[config.mk]
export PLATFORM = sky130hd
export DESIGN_NAME = gpio_evt_ctrl
export DESIGN_NICKNAME = d
export VERILOG_FILES = /design/src/rtl/gpio_evt_pkg.sv /design/src/rtl/gpio_evt_sync.sv /design/src/rtl/gpio_evt_detect.sv /design/src/rtl/gpio_evt_regs.sv /design/src/rtl/gpio_evt_ctrl.sv
export SDC_FILE = /design/constraint.sdc
export NUM_CORES = 1
export LEC_CHECK = 0
export BUFFER_PORTS_ARGS = -buffer_cell sky130_fd_sc_hd__buf_2
export CORE_MARGIN = 3
export CORE_UTILIZATION = 56
export DETAILED_ROUTE_END_ITERATION = 16
export GPL_TIMING_DRIVEN = 1
export PLACE_DENSITY = 0.8
export SYNTH_ARGS = -nofsm -noshare
export SYNTH_HDL_FRONTEND = slang
export SYNTH_HIERARCHICAL = 1
export SYNTH_SLANG_ARGS = --single-unit
[constraint.sdc]
create_clock -name clk -period 4.3 [get_ports clk]
set_clock_uncertainty 0.1 [all_clocks]
set_input_delay 0.43 -clock clk [delete_from_list [all_inputs] [get_ports clk]]
set_output_delay 0.43 -clock clk [all_outputs]
set_load 0.02 [all_outputs]
[src/rtl/gpio_evt_pkg.sv]
package gpio_evt_pkg;

  localparam int unsigned REG_W = 32;

  localparam logic [15:0] OFF_DIR = 16'h0000;
  localparam logic [15:0] OFF_ODR = 16'h0004;
  localparam logic [15:0] OFF_DAT = 16'h0008;
  localparam logic [15:0] OFF_EVT = 16'h000C;
  localparam logic [15:0] OFF_MSK = 16'h0010;
  localparam logic [15:0] OFF_CTL = 16'h0014;

  typedef enum logic [2:0] {
    SEL_DIR,
    SEL_ODR,
    SEL_DAT,
    SEL_EVT,
    SEL_MSK,
    SEL_CTL,
    SEL_NONE
  } reg_sel_e;

  // Byte offset to register select; every other offset is unmapped.
  function automatic reg_sel_e decode_off(input logic [15:0] off);
    case (off)
      OFF_DIR: return SEL_DIR;
      OFF_ODR: return SEL_ODR;
      OFF_DAT: return SEL_DAT;
      OFF_EVT: return SEL_EVT;
      OFF_MSK: return SEL_MSK;
      OFF_CTL: return SEL_CTL;
      default: return SEL_NONE;
    endcase
  endfunction

  // One pin: does the move from prev to now count as an event?
  function automatic logic edge_hit(input logic prev, input logic now,
                                    input logic fall_only);
    if (fall_only) return prev & ~now;
    return prev ^ now;
  endfunction

endpackage

[src/rtl/gpio_evt_sync.sv]
module gpio_evt_sync #(
  parameter int unsigned W      = 32,
  parameter int unsigned STAGES = 2
) (
  input  logic         clk,
  input  logic         rst_n,
  input  logic [W-1:0] async_d,
  output logic [W-1:0] sync_q
);

  logic [STAGES-1:0][W-1:0] chain_q;

  always_ff @(posedge clk or negedge rst_n) begin
    if (!rst_n) begin
      chain_q <= '0;
    end else begin
      chain_q[0] <= async_d;
      for (int s = 1; s < STAGES; s++) begin
        chain_q[s] <= chain_q[s-1];
      end
    end
  end

  assign sync_q = chain_q[STAGES-1];

endmodule

[src/rtl/gpio_evt_detect.sv]
module gpio_evt_detect
  import gpio_evt_pkg::*;
#(
  parameter int unsigned W = 32
) (
  input  logic [W-1:0] lvl,
  input  logic [W-1:0] dat_q,
  input  logic [W-1:0] dir_q,
  input  logic [W-1:0] ctl_q,
  output logic [W-1:0] evt_set
);

  // Compare the synchronized level with the level last captured in the
  // data register; only input pins may raise an event.
  for (genvar b = 0; b < W; b++) begin : g_bit
    assign evt_set[b] = ~dir_q[b] & edge_hit(dat_q[b], lvl[b], ctl_q[b]);
  end

endmodule

[src/rtl/gpio_evt_regs.sv]
module gpio_evt_regs
  import gpio_evt_pkg::*;
#(
  parameter int unsigned W  = 32,
  parameter int unsigned AW = 12
) (
  input  logic          clk,
  input  logic          rst_n,
  input  logic          bus_sel,
  input  logic          bus_wr,
  input  logic          bus_word,
  input  logic [AW-1:0] bus_addr,
  input  logic [W-1:0]  bus_wdata,
  output logic [W-1:0]  bus_rdata,
  input  logic [W-1:0]  in_lvl,
  input  logic [W-1:0]  evt_set,
  output logic [W-1:0]  dir_q,
  output logic [W-1:0]  odr_q,
  output logic [W-1:0]  dat_q,
  output logic [W-1:0]  evt_q,
  output logic [W-1:0]  msk_q,
  output logic [W-1:0]  ctl_q,
  output logic          msk_wr
);

  reg_sel_e   sel;
  logic       wr_ok, rd_ok;
  logic       wr_dir, wr_odr, wr_dat, wr_evt, wr_ctl;
  logic [W-1:0] sw_part, dat_nxt, clr_mask, evt_nxt;

  assign sel    = decode_off(16'(bus_addr));
  assign wr_ok  = bus_sel & bus_wr & bus_word;
  assign rd_ok  = bus_sel & ~bus_wr & bus_word;
  assign wr_dir = wr_ok && (sel == SEL_DIR);
  assign wr_odr = wr_ok && (sel == SEL_ODR);
  assign wr_dat = wr_ok && (sel == SEL_DAT);
  assign wr_evt = wr_ok && (sel == SEL_EVT);
  assign msk_wr = wr_ok && (sel == SEL_MSK);
  assign wr_ctl = wr_ok && (sel == SEL_CTL);

  // Output bits belong to software, input bits to the capture path.
  assign sw_part  = wr_dat ? bus_wdata : dat_q;
  assign dat_nxt  = (sw_part & dir_q) | (in_lvl & ~dir_q);
  // Clear first, then set: a same-edge event survives the clear.
  assign clr_mask = wr_evt ? bus_wdata : '0;
  assign evt_nxt  = (evt_q & ~clr_mask) | evt_set;

  always_ff @(posedge clk or negedge rst_n) begin
    if (!rst_n) begin
      dir_q <= '0;
      odr_q <= '0;
      dat_q <= '0;
      evt_q <= '0;
      msk_q <= '0;
      ctl_q <= '0;
    end else begin
      if (wr_dir) dir_q <= bus_wdata;
      if (wr_odr) odr_q <= bus_wdata;
      if (msk_wr) msk_q <= bus_wdata;
      if (wr_ctl) ctl_q <= bus_wdata;
      dat_q <= dat_nxt;
      evt_q <= evt_nxt;
    end
  end

  always_comb begin
    bus_rdata = '0;
    if (rd_ok) begin
      case (sel)
        SEL_DIR: bus_rdata = dir_q;
        SEL_ODR: bus_rdata = odr_q;
        SEL_DAT: bus_rdata = dat_q;
        SEL_EVT: bus_rdata = evt_q;
        SEL_MSK: bus_rdata = msk_q;
        SEL_CTL: bus_rdata = ctl_q;
        default: bus_rdata = '0;
      endcase
    end
  end

  // bits written as 1 are gone next cycle unless an edge re-set them
  a_r7_w1c: assert property (@(posedge clk) disable iff (!rst_n)
    wr_evt |=> ((evt_q & $past(bus_wdata) & ~$past(evt_set)) == '0));

  // a fresh event is always present on the following cycle
  a_r12_edge_wins: assert property (@(posedge clk) disable iff (!rst_n)
    (|evt_set) |=> ((evt_q & $past(evt_set)) == $past(evt_set)));

  // without a data write, output-pin data bits hold
  a_r11_out_hold: assert property (@(posedge clk) disable iff (!rst_n)
    !wr_dat |=> (((dat_q ^ $past(dat_q)) & $past(dir_q)) == '0));

  // narrow writes change no software-owned register
  a_r2_narrow_write: assert property (@(posedge clk) disable iff (!rst_n)
    (bus_sel && bus_wr && !bus_word) |=>
      ($stable(dir_q) && $stable(odr_q) && $stable(msk_q) && $stable(ctl_q)));

  // narrow reads return zero
  a_r2_narrow_read: assert property (@(posedge clk) disable iff (!rst_n)
    (bus_sel && !bus_word) |-> (bus_rdata == '0));

  // writes to unmapped offsets change no software-owned register
  a_r3_unmapped_write: assert property (@(posedge clk) disable iff (!rst_n)
    (wr_ok && sel == SEL_NONE) |=>
      ($stable(dir_q) && $stable(odr_q) && $stable(msk_q) && $stable(ctl_q)));

endmodule

[src/rtl/gpio_evt_ctrl.sv]
module gpio_evt_ctrl
  import gpio_evt_pkg::*;
#(
  parameter int unsigned W           = REG_W,
  parameter int unsigned AW          = 12,
  parameter int unsigned SYNC_STAGES = 2
) (
  input  logic          clk,
  input  logic          rst_n,
  input  logic          bus_sel,
  input  logic          bus_wr,
  input  logic          bus_word,
  input  logic [AW-1:0] bus_addr,
  input  logic [W-1:0]  bus_wdata,
  output logic [W-1:0]  bus_rdata,
  input  logic [W-1:0]  pin_in,
  output logic [W-1:0]  pin_out,
  output logic [W-1:0]  pin_oe,
  output logic [W-1:0]  pin_od,
  output logic          irq
);

  localparam int unsigned MSB = W - 1;

  logic [W-1:0] in_bits;    // pin_in in register bit order
  logic [W-1:0] sync_lvl;
  logic [W-1:0] evt_set;
  logic [W-1:0] dir_q, odr_q, dat_q, evt_q, msk_q, ctl_q;
  logic         msk_wr;

  // Pin n <-> register bit MSB-n
  for (genvar n = 0; n < W; n++) begin : g_pin
    assign in_bits[n]    = pin_in[MSB-n];
    assign pin_out[n]    = dat_q[MSB-n];
    assign pin_oe[n]     = dir_q[MSB-n];
    assign pin_od[n]     = odr_q[MSB-n];
  end

  gpio_evt_sync #(.W(W), .STAGES(SYNC_STAGES)) u_sync (
    .clk    (clk),
    .rst_n  (rst_n),
    .async_d(in_bits),
    .sync_q (sync_lvl)
  );

  gpio_evt_detect #(.W(W)) u_detect (
    .lvl    (sync_lvl),
    .dat_q  (dat_q),
    .dir_q  (dir_q),
    .ctl_q  (ctl_q),
    .evt_set(evt_set)
  );

  gpio_evt_regs #(.W(W), .AW(AW)) u_regs (
    .clk      (clk),
    .rst_n    (rst_n),
    .bus_sel  (bus_sel),
    .bus_wr   (bus_wr),
    .bus_word (bus_word),
    .bus_addr (bus_addr),
    .bus_wdata(bus_wdata),
    .bus_rdata(bus_rdata),
    .in_lvl   (sync_lvl),
    .evt_set  (evt_set),
    .dir_q    (dir_q),
    .odr_q    (odr_q),
    .dat_q    (dat_q),
    .evt_q    (evt_q),
    .msk_q    (msk_q),
    .ctl_q    (ctl_q),
    .msk_wr   (msk_wr)
  );

  assign irq = |(evt_q & msk_q);

  // an event on an unmasked pin raises irq on the next cycle
  a_r8_irq_follow: assert property (@(posedge clk) disable iff (!rst_n)
    ((|(evt_set & msk_q)) && !msk_wr) |=> irq);

  // input-pin data equals the synchronized level one edge earlier
  a_r6_capture: assert property (@(posedge clk) disable iff (!rst_n)
    (((dat_q ^ $past(sync_lvl)) & ~$past(dir_q)) == '0));

  // a newly set event on a falling-only input pin needs a 1-to-0 data move
  a_r9_fall_only: assert property (@(posedge clk) disable iff (!rst_n)
    (((evt_q & ~$past(evt_q) & $past(ctl_q) & ~$past(dir_q))
      & ~($past(dat_q) & ~dat_q)) == '0));

endmodule

==> Yosys cells after proc, flatten, opt, wreduce, memory -nomap -nowiden <==
Cells that the tools add are included.
{ "totals": {"reg_bits": 256, "in_bits": 81, "output_inout_bits": 129} }
{ "classes": {"eq_ne": 10, "mux": 101, "n_bitwise": 173, "reduce_logical": 9} }
{ "op_table": {"columns": ["operator", "count"], "rows": [
  ["32-bit case mux with 6 select lines", 1],
  ["32-bit bitwise AND", 4],
  ["1-bit two-way mux", 96],
  ["32-bit two-way mux", 3],
  ["1-bit bitwise AND", 68],
  ["1-bit inverter", 65],
  ["32-bit inverter", 2],
  ["32-bit OR", 2],
  ["32-bit OR reduction", 1],
  ["1-bit bitwise XOR", 32],
  ["12-bit by 4-bit equality test with 1-bit output, second input constant", 2],
  ["12-bit by 5-bit equality test with 1-bit output, second input constant", 2],
  ["3-bit case mux with 6 select lines", 1],
  ["12-bit by 3-bit equality test with 1-bit output, second input constant", 1],
  ["12-bit logical NOT", 1],
  ["3-bit by 2-bit equality test with 1-bit output, second input constant", 2],
  ["3-bit equality test, second input constant", 2],
  ["1-bit logical AND", 6],
  ["3-bit by 1-bit equality test with 1-bit output, second input constant", 1],
  ["3-bit logical NOT", 1]
]} }

==> Longest topological paths before layout <==
Gate-level depths: netlist of run 1.
{ "depth": {"word_depth": 8, "ltp_mapped": 11} }

==> Cells and area by module <==
Netlist of run 1, hierarchy kept.
{ "modules_own_cells": {"columns": ["mod", "instances", "cells_per_inst", "area_per_inst_um2", "seq_area_each_um2"], "rows": [
  ["gpio_evt_regs", 1, 749, 9006.1, 4804.6],
  ["gpio_evt_sync", 1, 96, 1841.8, 1601.5],
  ["gpio_evt_detect", 1, 160, 1121.1, 0.0],
  ["gpio_evt_ctrl", 1, 21, 157.7, 0.0]
]} }

==> Worst setup path after synthesis of run 1 <==
Ideal clock, no wire load.
{ "synth_path": {"path_type": "input to output", "start": "input port bus_addr[1]", "end": "output port bus_rdata[0]", "arrival_time_ns": 3.011, "required_time_ns": 3.770, "slack_ns": 0.759, "path_stages": 10, "path_buffers": 2, "cell_sequence": "nor4b_2 -> clkbuf_1 -> nand2_1 -> ha_1 -> nor4_2 -> nand2_4 -> nor3_1 -> clkbuf_1 -> a221oi_1 -> a21oi_1"} }
{ "synth_via": {"elab_chain_cells": 5} }
{ "synth_lines": {"columns": ["element", "line_no", "text"], "rows": [
  ["start: declaration", "gpio_evt_ctrl.sv:13", "input logic [AW-1:0] bus_addr,"],
  ["12-bit by 5-bit equality test with 1-bit output (tied with other cells)", "gpio_evt_pkg.sv:24", "case (off)"],
  ["3-bit case mux with 6 select lines (*)", "gpio_evt_pkg.sv:24", null],
  ["3-bit equality test (tied with other cells)", "gpio_evt_regs.sv:69", "case (sel)"],
  ["32-bit case mux with 6 select lines (*)", "gpio_evt_regs.sv:69", null],
  ["32-bit two-way mux (*)", "gpio_evt_regs.sv:68", "if (rd_ok) begin"],
  ["end: declaration", "gpio_evt_ctrl.sv:15", "output logic [W-1:0] bus_rdata,"]
]} }
Every way passes the cells marked *; elsewhere a longest branch is shown, timed or not.

==> Worst setup path after layout of run 1 <==
{ "layout_path": {"start": "input port bus_addr[9]", "end": "output port bus_rdata[17]"} }
The elaborated chain is that of the path after synthesis.

==> results of run 1 <==
cell type report:
cell class | instances | area [sq um] | share of cell area
Inverter | 32 | 120 | 0.00830
Timing Repair Buffer | 265 | 1600 | 0.110
Tap cell | 275 | 344 | 0.0238
Sequential cell | 256 | 6410 | 0.443
Clock buffer | 38 | 767 | 0.0530
Multi-Input combinational cell | 661 | 5170 | 0.357
Clock inverter | 7 | 67.6 | 0.00467
repair_timing:
action | in CTS | in global routing
setup endpoints to repair | 0 | 0
hold endpoints to repair | 111 | 0
hold buffers | 33 | 0
worst max-delay path, cell delays in order:
cell and delay [ns]:
buf_2 0.14, nor4_4 0.44, and2_1 0.24, nand2_1 0.07
ha_1 0.23, nor4_2 0.31, nand2_4 0.18, nor3_2 0.19
buf_4 0.30, a221oi_1 0.13, a21oi_1 0.22, buf_2 0.21
how the worst max path moves through the flow:
stage	start	to	slack [ns]	depth (start not counted)
floorplan	bus_addr[1]	bus_rdata[0]	0.76	10
global placement	bus_addr[9]	flip-flop	0.65	11
detailed placement	bus_addr[9]	flip-flop	0.53	11
CTS	bus_addr[9]	bus_rdata[17]	0.73	12
global route	bus_addr[9]	bus_rdata[2]	0.46	12
finish	bus_addr[9]	bus_rdata[17]	0.66	12
power by group through the flow:
stage               clock [mW]  sequential, mW  combinational [mW]
finish                    2.21            2.49               0.327
global route              2.35            2.50               0.366
CTS                       2.25            2.49               0.329
detailed placement           0            2.54               0.304
global placement             0            2.54               0.293
floorplan                    0            2.55               0.140
cells by family after synthesis:
logic type / count (synthesis) / synth area share
muxes: 192 / 0.175
AOI/OAI and AO/OA: 213 / 0.126
and+or+nand+nor: 223 / 0.0876
adders and majority gates: 33 / 0.0340
DFF: 256 / 0.528
buffers and inverters: 109 / 0.0495
per-layer routing:
metal | vias up | share of wire | global-route usage
li1 | 4065 | - | -
met5 | - | 0 | 0
met2 | 333 | 0.49 | 0.454
met4 | 0 | 0.025 | 0.0819
met1 | 4449 | 0.42 | 0.363
met3 | 66 | 0.068 | 0.0467
per-stage QoR:
step           cells  cell area [sq um]
2_1_floorplan   1026              12100
3_5_place_dp    1456              13300
3_3_place_gp    1456              13300
6_report        1534              14500
5_1_grt         1534              14500
4_1_cts         1534              14500
Yosys cell counts, drive strengths merged (2+ instances only):
cell    count  area, sq um
a21o       32          240
a21oi      96          601
a221oi     32          280
a22oi      48          365
buf        58          409
clkbuf     19         71.3
dfrtp     256         6410
ha         33          413
inv        32          120
mux2      160         1800
mux2i      32          320
nand2     101          387
nand3b      3         26.3
nand4       6         37.5
nor2       67          251
nor3        3         15.0
nor4        5         88.8
nor4b       2         30.0
or2        32          200
or4         2         15.0
cell usage in the layout, fill, tap and decap left out, drive strengths merged, types with 2 or more instances in the layout:
cell type and instances:
a21o 32, inv 32, mux2 160, buf 232, nor2 67, clkinvlp 3
clkbuf 38, dlygate4sd3 33, or4 2, nand2 101, or2 32, a22oi 48
nand4 6, nand3b 3, a21oi 96, nor3 3, mux2i 32, a221oi 32
nor4b 2, ha 33, clkinv 3, dfrtp 256, nor4 5
==> impl_metrics.env, run 1 <==
export IMPL_outcome="completed"
export IMPL_antenna_found_initial=0
export IMPL_reg2reg_depth=4
export IMPL_antennaDiodeCount=0
export IMPL_nNetsFinal=1357
export IMPL_intPower_mw=3.89
export IMPL_fp_row_count=53
export IMPL_postRouteAntennaNets=0
export IMPL_yosysWarnings=6
export IMPL_comb_power_share=0.065
export IMPL_fin_hold_ws_ns=0.108
export IMPL_avgSynthCellArea_sq_um=11.8
export IMPL_worstReg2RegEnd="u_regs/evt_q[30]"
export IMPL_synth_cell_types=36
export IMPL_start_util=0.573
export IMPL_yosys_register_bits=256
export IMPL_wire_per_inst_um=20.7
export IMPL_totalPowerFinal_mw=5.03
export IMPL_post_cts_buffers=0
export IMPL_place_ws_ns=0.530
export IMPL_drv_slew=0
export IMPL_die_h_um=153
export IMPL_seq_area_frac_synth=0.528
export IMPL_grt_use_total=0.270
export IMPL_clockRootBuffer="clkbuf_16"
export IMPL_fin_crit_ns=3.64
export IMPL_final_hold_violation_count=0
export IMPL_drt_vias_per_instance=5.81
export IMPL_worstMarginPinSlew_ns=1.13
export IMPL_timing_final_setup_violations=0
export IMPL_portBuffers=209
export IMPL_irDropWorstVdd_v=0.000306
export IMPL_power_switching_share=0.228
export IMPL_seqPwrFrac=0.496
export IMPL_utilization=0.684
export IMPL_tritoncts="yes"
export IMPL_start_kind="input port"
export IMPL_r2r_setup_slack_ns=2.92
export IMPL_ios=210
export IMPL_crit_fanout=17
export IMPL_vias=8913
export IMPL_dieArea_sq_um=23500
export IMPL_hold_depth=2
export IMPL_numClockSinks=256
export IMPL_ctsResizeCount=0
export IMPL_max_slew_margin=0.246
export IMPL_drive_gt1_frac=0.308
export IMPL_routed_wl_um=31800
export IMPL_synth_fp_nets=1140
export IMPL_min_from="bus_wdata[25]"
export IMPL_drt_iter0_drc=627
export IMPL_netlist_area_sq_um=12100
export IMPL_p_clk_frac=0.439
export IMPL_drc=0
export IMPL_critical_path_arrival_ns=3.11
export IMPL_holdPathEnd="u_regs/odr_q[25]"
export IMPL_timing_fmax_mhz=275
export IMPL_synth_edf_count=0
export IMPL_setup_ws_ns=0.664
export IMPL_critPathKind="in -> out"
export IMPL_die_width_um=153
export IMPL_p_leak_nw=7.17
export IMPL_worstPathRequired_ns=3.77
export IMPL_nFillCells=1543
export IMPL_cts_max_level=1
export IMPL_cts_buffer_depth=3
export IMPL_fin_crit_sh=0.846
export IMPL_synthArstFlopShare=1.00
export IMPL_syn_to_final_growth_pct=19.3
export IMPL_clk_latency_ns=0.52
export IMPL_grt_start_max_net_pins=97
export IMPL_endpoint_kind="output port"
export IMPL_hp_class="in -> reg"
export IMPL_p_per_area_nw_per_um2=348
export IMPL_clk_pin_slew_ns=0.06
export IMPL_grt_pass1_wl_um=51400
export IMPL_grt_ovfl_total=0
export IMPL_core_sq_um=21200
export IMPL_firstDrtPassIters=5
export IMPL_dp_hpwl_um=20700
export IMPL_ys_flop_type="dfrtp_1"
export IMPL_rsz0062_at_grt="false"
export IMPL_syn_instance_count=1026
export IMPL_drv_cap=0
export IMPL_tns_ns=0
export IMPL_numCtsBuffers=27
export IMPL_place_congestion=0.833
export IMPL_power_switching_mw=1.14
export IMPL_grt_pass1_vias=9531
(Power assumes the default switching activity.)
==> run 2: changes to the inputs <==
--- a/config.mk
+++ b/config.mk
@@ -5,12 +5,13 @@
 export SDC_FILE = /design/constraint.sdc
 export NUM_CORES = 1
 export LEC_CHECK = 0
+export ABC_AREA = 1
 export BUFFER_PORTS_ARGS = -buffer_cell sky130_fd_sc_hd__buf_2
 export CORE_MARGIN = 3
-export CORE_UTILIZATION = 56
+export CORE_UTILIZATION = 57
 export DETAILED_ROUTE_END_ITERATION = 16
 export GPL_TIMING_DRIVEN = 1
-export PLACE_DENSITY = 0.8
+export PLACE_DENSITY = 0.81
 export SYNTH_ARGS = -nofsm -noshare
 export SYNTH_HDL_FRONTEND = slang
 export SYNTH_HIERARCHICAL = 1
==> constraint.sdc (replaced) <==
create_clock -name clk -period 3.8 [get_ports clk]
set_clock_uncertainty 0.1 [all_clocks]
set_input_delay 0.38 -clock clk [delete_from_list [all_inputs] [get_ports clk]]
set_output_delay 0.38 -clock clk [all_outputs]
set_load 0.02 [all_outputs]
==> impl_metrics.env, run 2 <==
export IMPL_outcome="completed"
export IMPL_max_slew_margin=0.426
export IMPL_grt_start_max_net_pins=109
export IMPL_nNetsFinal=1879
export IMPL_drive_gt1_frac=0.167
export IMPL_syn_to_final_growth_pct=19.3
export IMPL_endpoint_kind="output port"
export IMPL_cts_buffer_depth=3
export IMPL_start_kind="input port"
export IMPL_worstReg2RegEnd="u_regs/evt_q[2]"
export IMPL_worstPathRequired_ns=3.32
export IMPL_hp_class="in -> reg"
export IMPL_reg2reg_depth=6
export IMPL_cts_max_level=1
export IMPL_placed_cell_area_sq_um=13500
export IMPL_p_per_area_nw_per_um2=401
export IMPL_yosysWarnings=6
export IMPL_start_util=0.584
export IMPL_drv_cap=0
export IMPL_irDropWorstVdd_v=0.000309
export IMPL_timing_fmax_mhz=305
export IMPL_clockRootBuffer="clkbuf_16"
export IMPL_crit_fanout=14
export IMPL_grt_ovfl_total=0
export IMPL_clk_latency_ns=0.53
export IMPL_syn_instance_count=1565
export IMPL_fin_crit_sh=0.862
export IMPL_place_ws_ns=0.607
export IMPL_die_width_um=153
export IMPL_fin_crit_ns=3.28
export IMPL_timing_final_setup_violations=0
export IMPL_critPathKind="in -> out"
export IMPL_synth_fp_nets=1679
export IMPL_grt_pass1_wl_um=56900
export IMPL_worstPathCellList="buf_2 -> nor2_1 -> nand2_1 -> nor2_2 -> nand3_2 -> ha_1 -> nand2_1 -> nand3_2 -> nor2_4 -> buf_4 -> nand2_1 -> nand3_1 -> nor2_1 -> nor2_1 -> buf_2"
export IMPL_worstMarginPinSlew_ns=0.860
export IMPL_portBuffers=209
export IMPL_slowest_delay_ns=0.37
export IMPL_final_cell_mix="482 x nand2_1, 256 x dfrtp_1, 208 x buf_2"
export IMPL_fp_row_count=53
export IMPL_place_congestion=0.873
export IMPL_setup_ws_ns=0.524
export IMPL_avgSynthCellArea_sq_um=7.92
export IMPL_vias=11400
export IMPL_tritoncts="yes"
export IMPL_antennaDiodeCount=0
export IMPL_rsz0062_at_grt="false"
export IMPL_stdcell_area_sq_um=14800
export IMPL_netlist_area_sq_um=12400
export IMPL_firstDrtPassIters=6
export IMPL_core_sq_um=21200
export IMPL_drc=0
export IMPL_grt_use_total=0.294
export IMPL_min_from="bus_wdata[5]"
export IMPL_critical_path_arrival_ns=2.80
export IMPL_die_h_um=153
export IMPL_hold_depth=3
export IMPL_tns_ns=0
export IMPL_drt_iter0_drc=929
export IMPL_dp_hpwl_um=23100
export IMPL_postRouteAntennaNets=0
export IMPL_antenna_found_initial=0
export IMPL_utilization=0.697
export IMPL_r2r_setup_slack_ns=2.58
export IMPL_numClockSinks=256
export IMPL_dieArea_sq_um=23500
export IMPL_post_cts_buffers=0
export IMPL_crit_slowest_cell="nor2_4"
export IMPL_drt_vias_per_instance=5.52
export IMPL_numCtsBuffers=28
export IMPL_wire_per_inst_um=17.2
export IMPL_final_common_cell="nand2_1"
export IMPL_routed_wl_um=35500
export IMPL_clk_pin_slew_ns=0.06
export IMPL_grt_pass1_vias=11300
export IMPL_final_hold_violation_count=0
export IMPL_ios=210
export IMPL_drv_slew=0
export IMPL_p_leak_nw=7.64
-- run 2: cell count changes in the layout (fill, tap and decap cells not counted), sizes merged, moves of 96 or more --
cell   previous run  this run
o21ai             1       161
mux2            160         0
a21oi            96         0
nor2             67       186
nand3             1       106
inv              32       174
nand2           101       486
-- run 2: what timing repair did --
action | CTS | global route
hold buffers | 33 | 0
gates resized for setup | 0 | 0
hold endpoints to repair | 136 | 0
-- run 2: worst max-delay path by stage --
| stage | startpoint | to | slack (ns) | cells after the start |
|---|---|---|---|---|
| 2_1_floorplan | bus_addr[11] | bus_rdata[11] | 1.23 | 13 |
| 3_3_place_gp | bus_addr[11] | bus_rdata[12] | 0.67 | 15 |
| 3_5_place_dp | bus_addr[11] | bus_rdata[5] | 0.61 | 15 |
| 4_1_cts | bus_addr[11] | bus_rdata[5] | 0.59 | 15 |
| 5_1_grt | bus_addr[5] | bus_rdata[6] | 0.38 | 15 |
| 6_report | bus_addr[9] | bus_rdata[7] | 0.52 | 15 |
-- run 2: critical path: cells and delay by family --
kind / cells / cell delay, ns
buffers and inverters: 3 / 0.59
adder cells (fa/ha/maj): 1 / 0.29
AND/OR/NAND/NOR: 11 / 1.51
-- run 2: cell type report --
class	count	area (sq um)
fillers	1678	6440
flip-flops and latches	256	6410
multi-input cells	1037	4770
repair buffers	268	1660
clock buffers	45	866
inverters	174	653
well taps	275	344
clock inverters	6	80.1
-- run 2: power by group --
part	internal [mW]	switching, mW	total [mW]
combinational	0.132	0.223	0.354
sequential	2.78	0.0425	2.82
clock	1.68	1.06	2.75
total	4.60	1.33	5.93
-- run 2: per-layer routing --
metal  wire length [um]  track usage  up-vias
li1                   -            -     5322
met1              14300        0.393     5339
met2              16900        0.493      613
met3               3140       0.0459      100
met4               1090        0.105        0
met5                  0            0        -
-- run 2: per-stage QoR --
step                power [mW]  hold WS [ns]  instances
floorplan                 3.04       -0.0156       1565
global placement          3.18         0.232       1977
detailed placement        3.20         0.235       1977
CTS                       5.96        0.0311       2061
global route              6.13        0.0520       2061
finish                    5.93        0.0455       2061
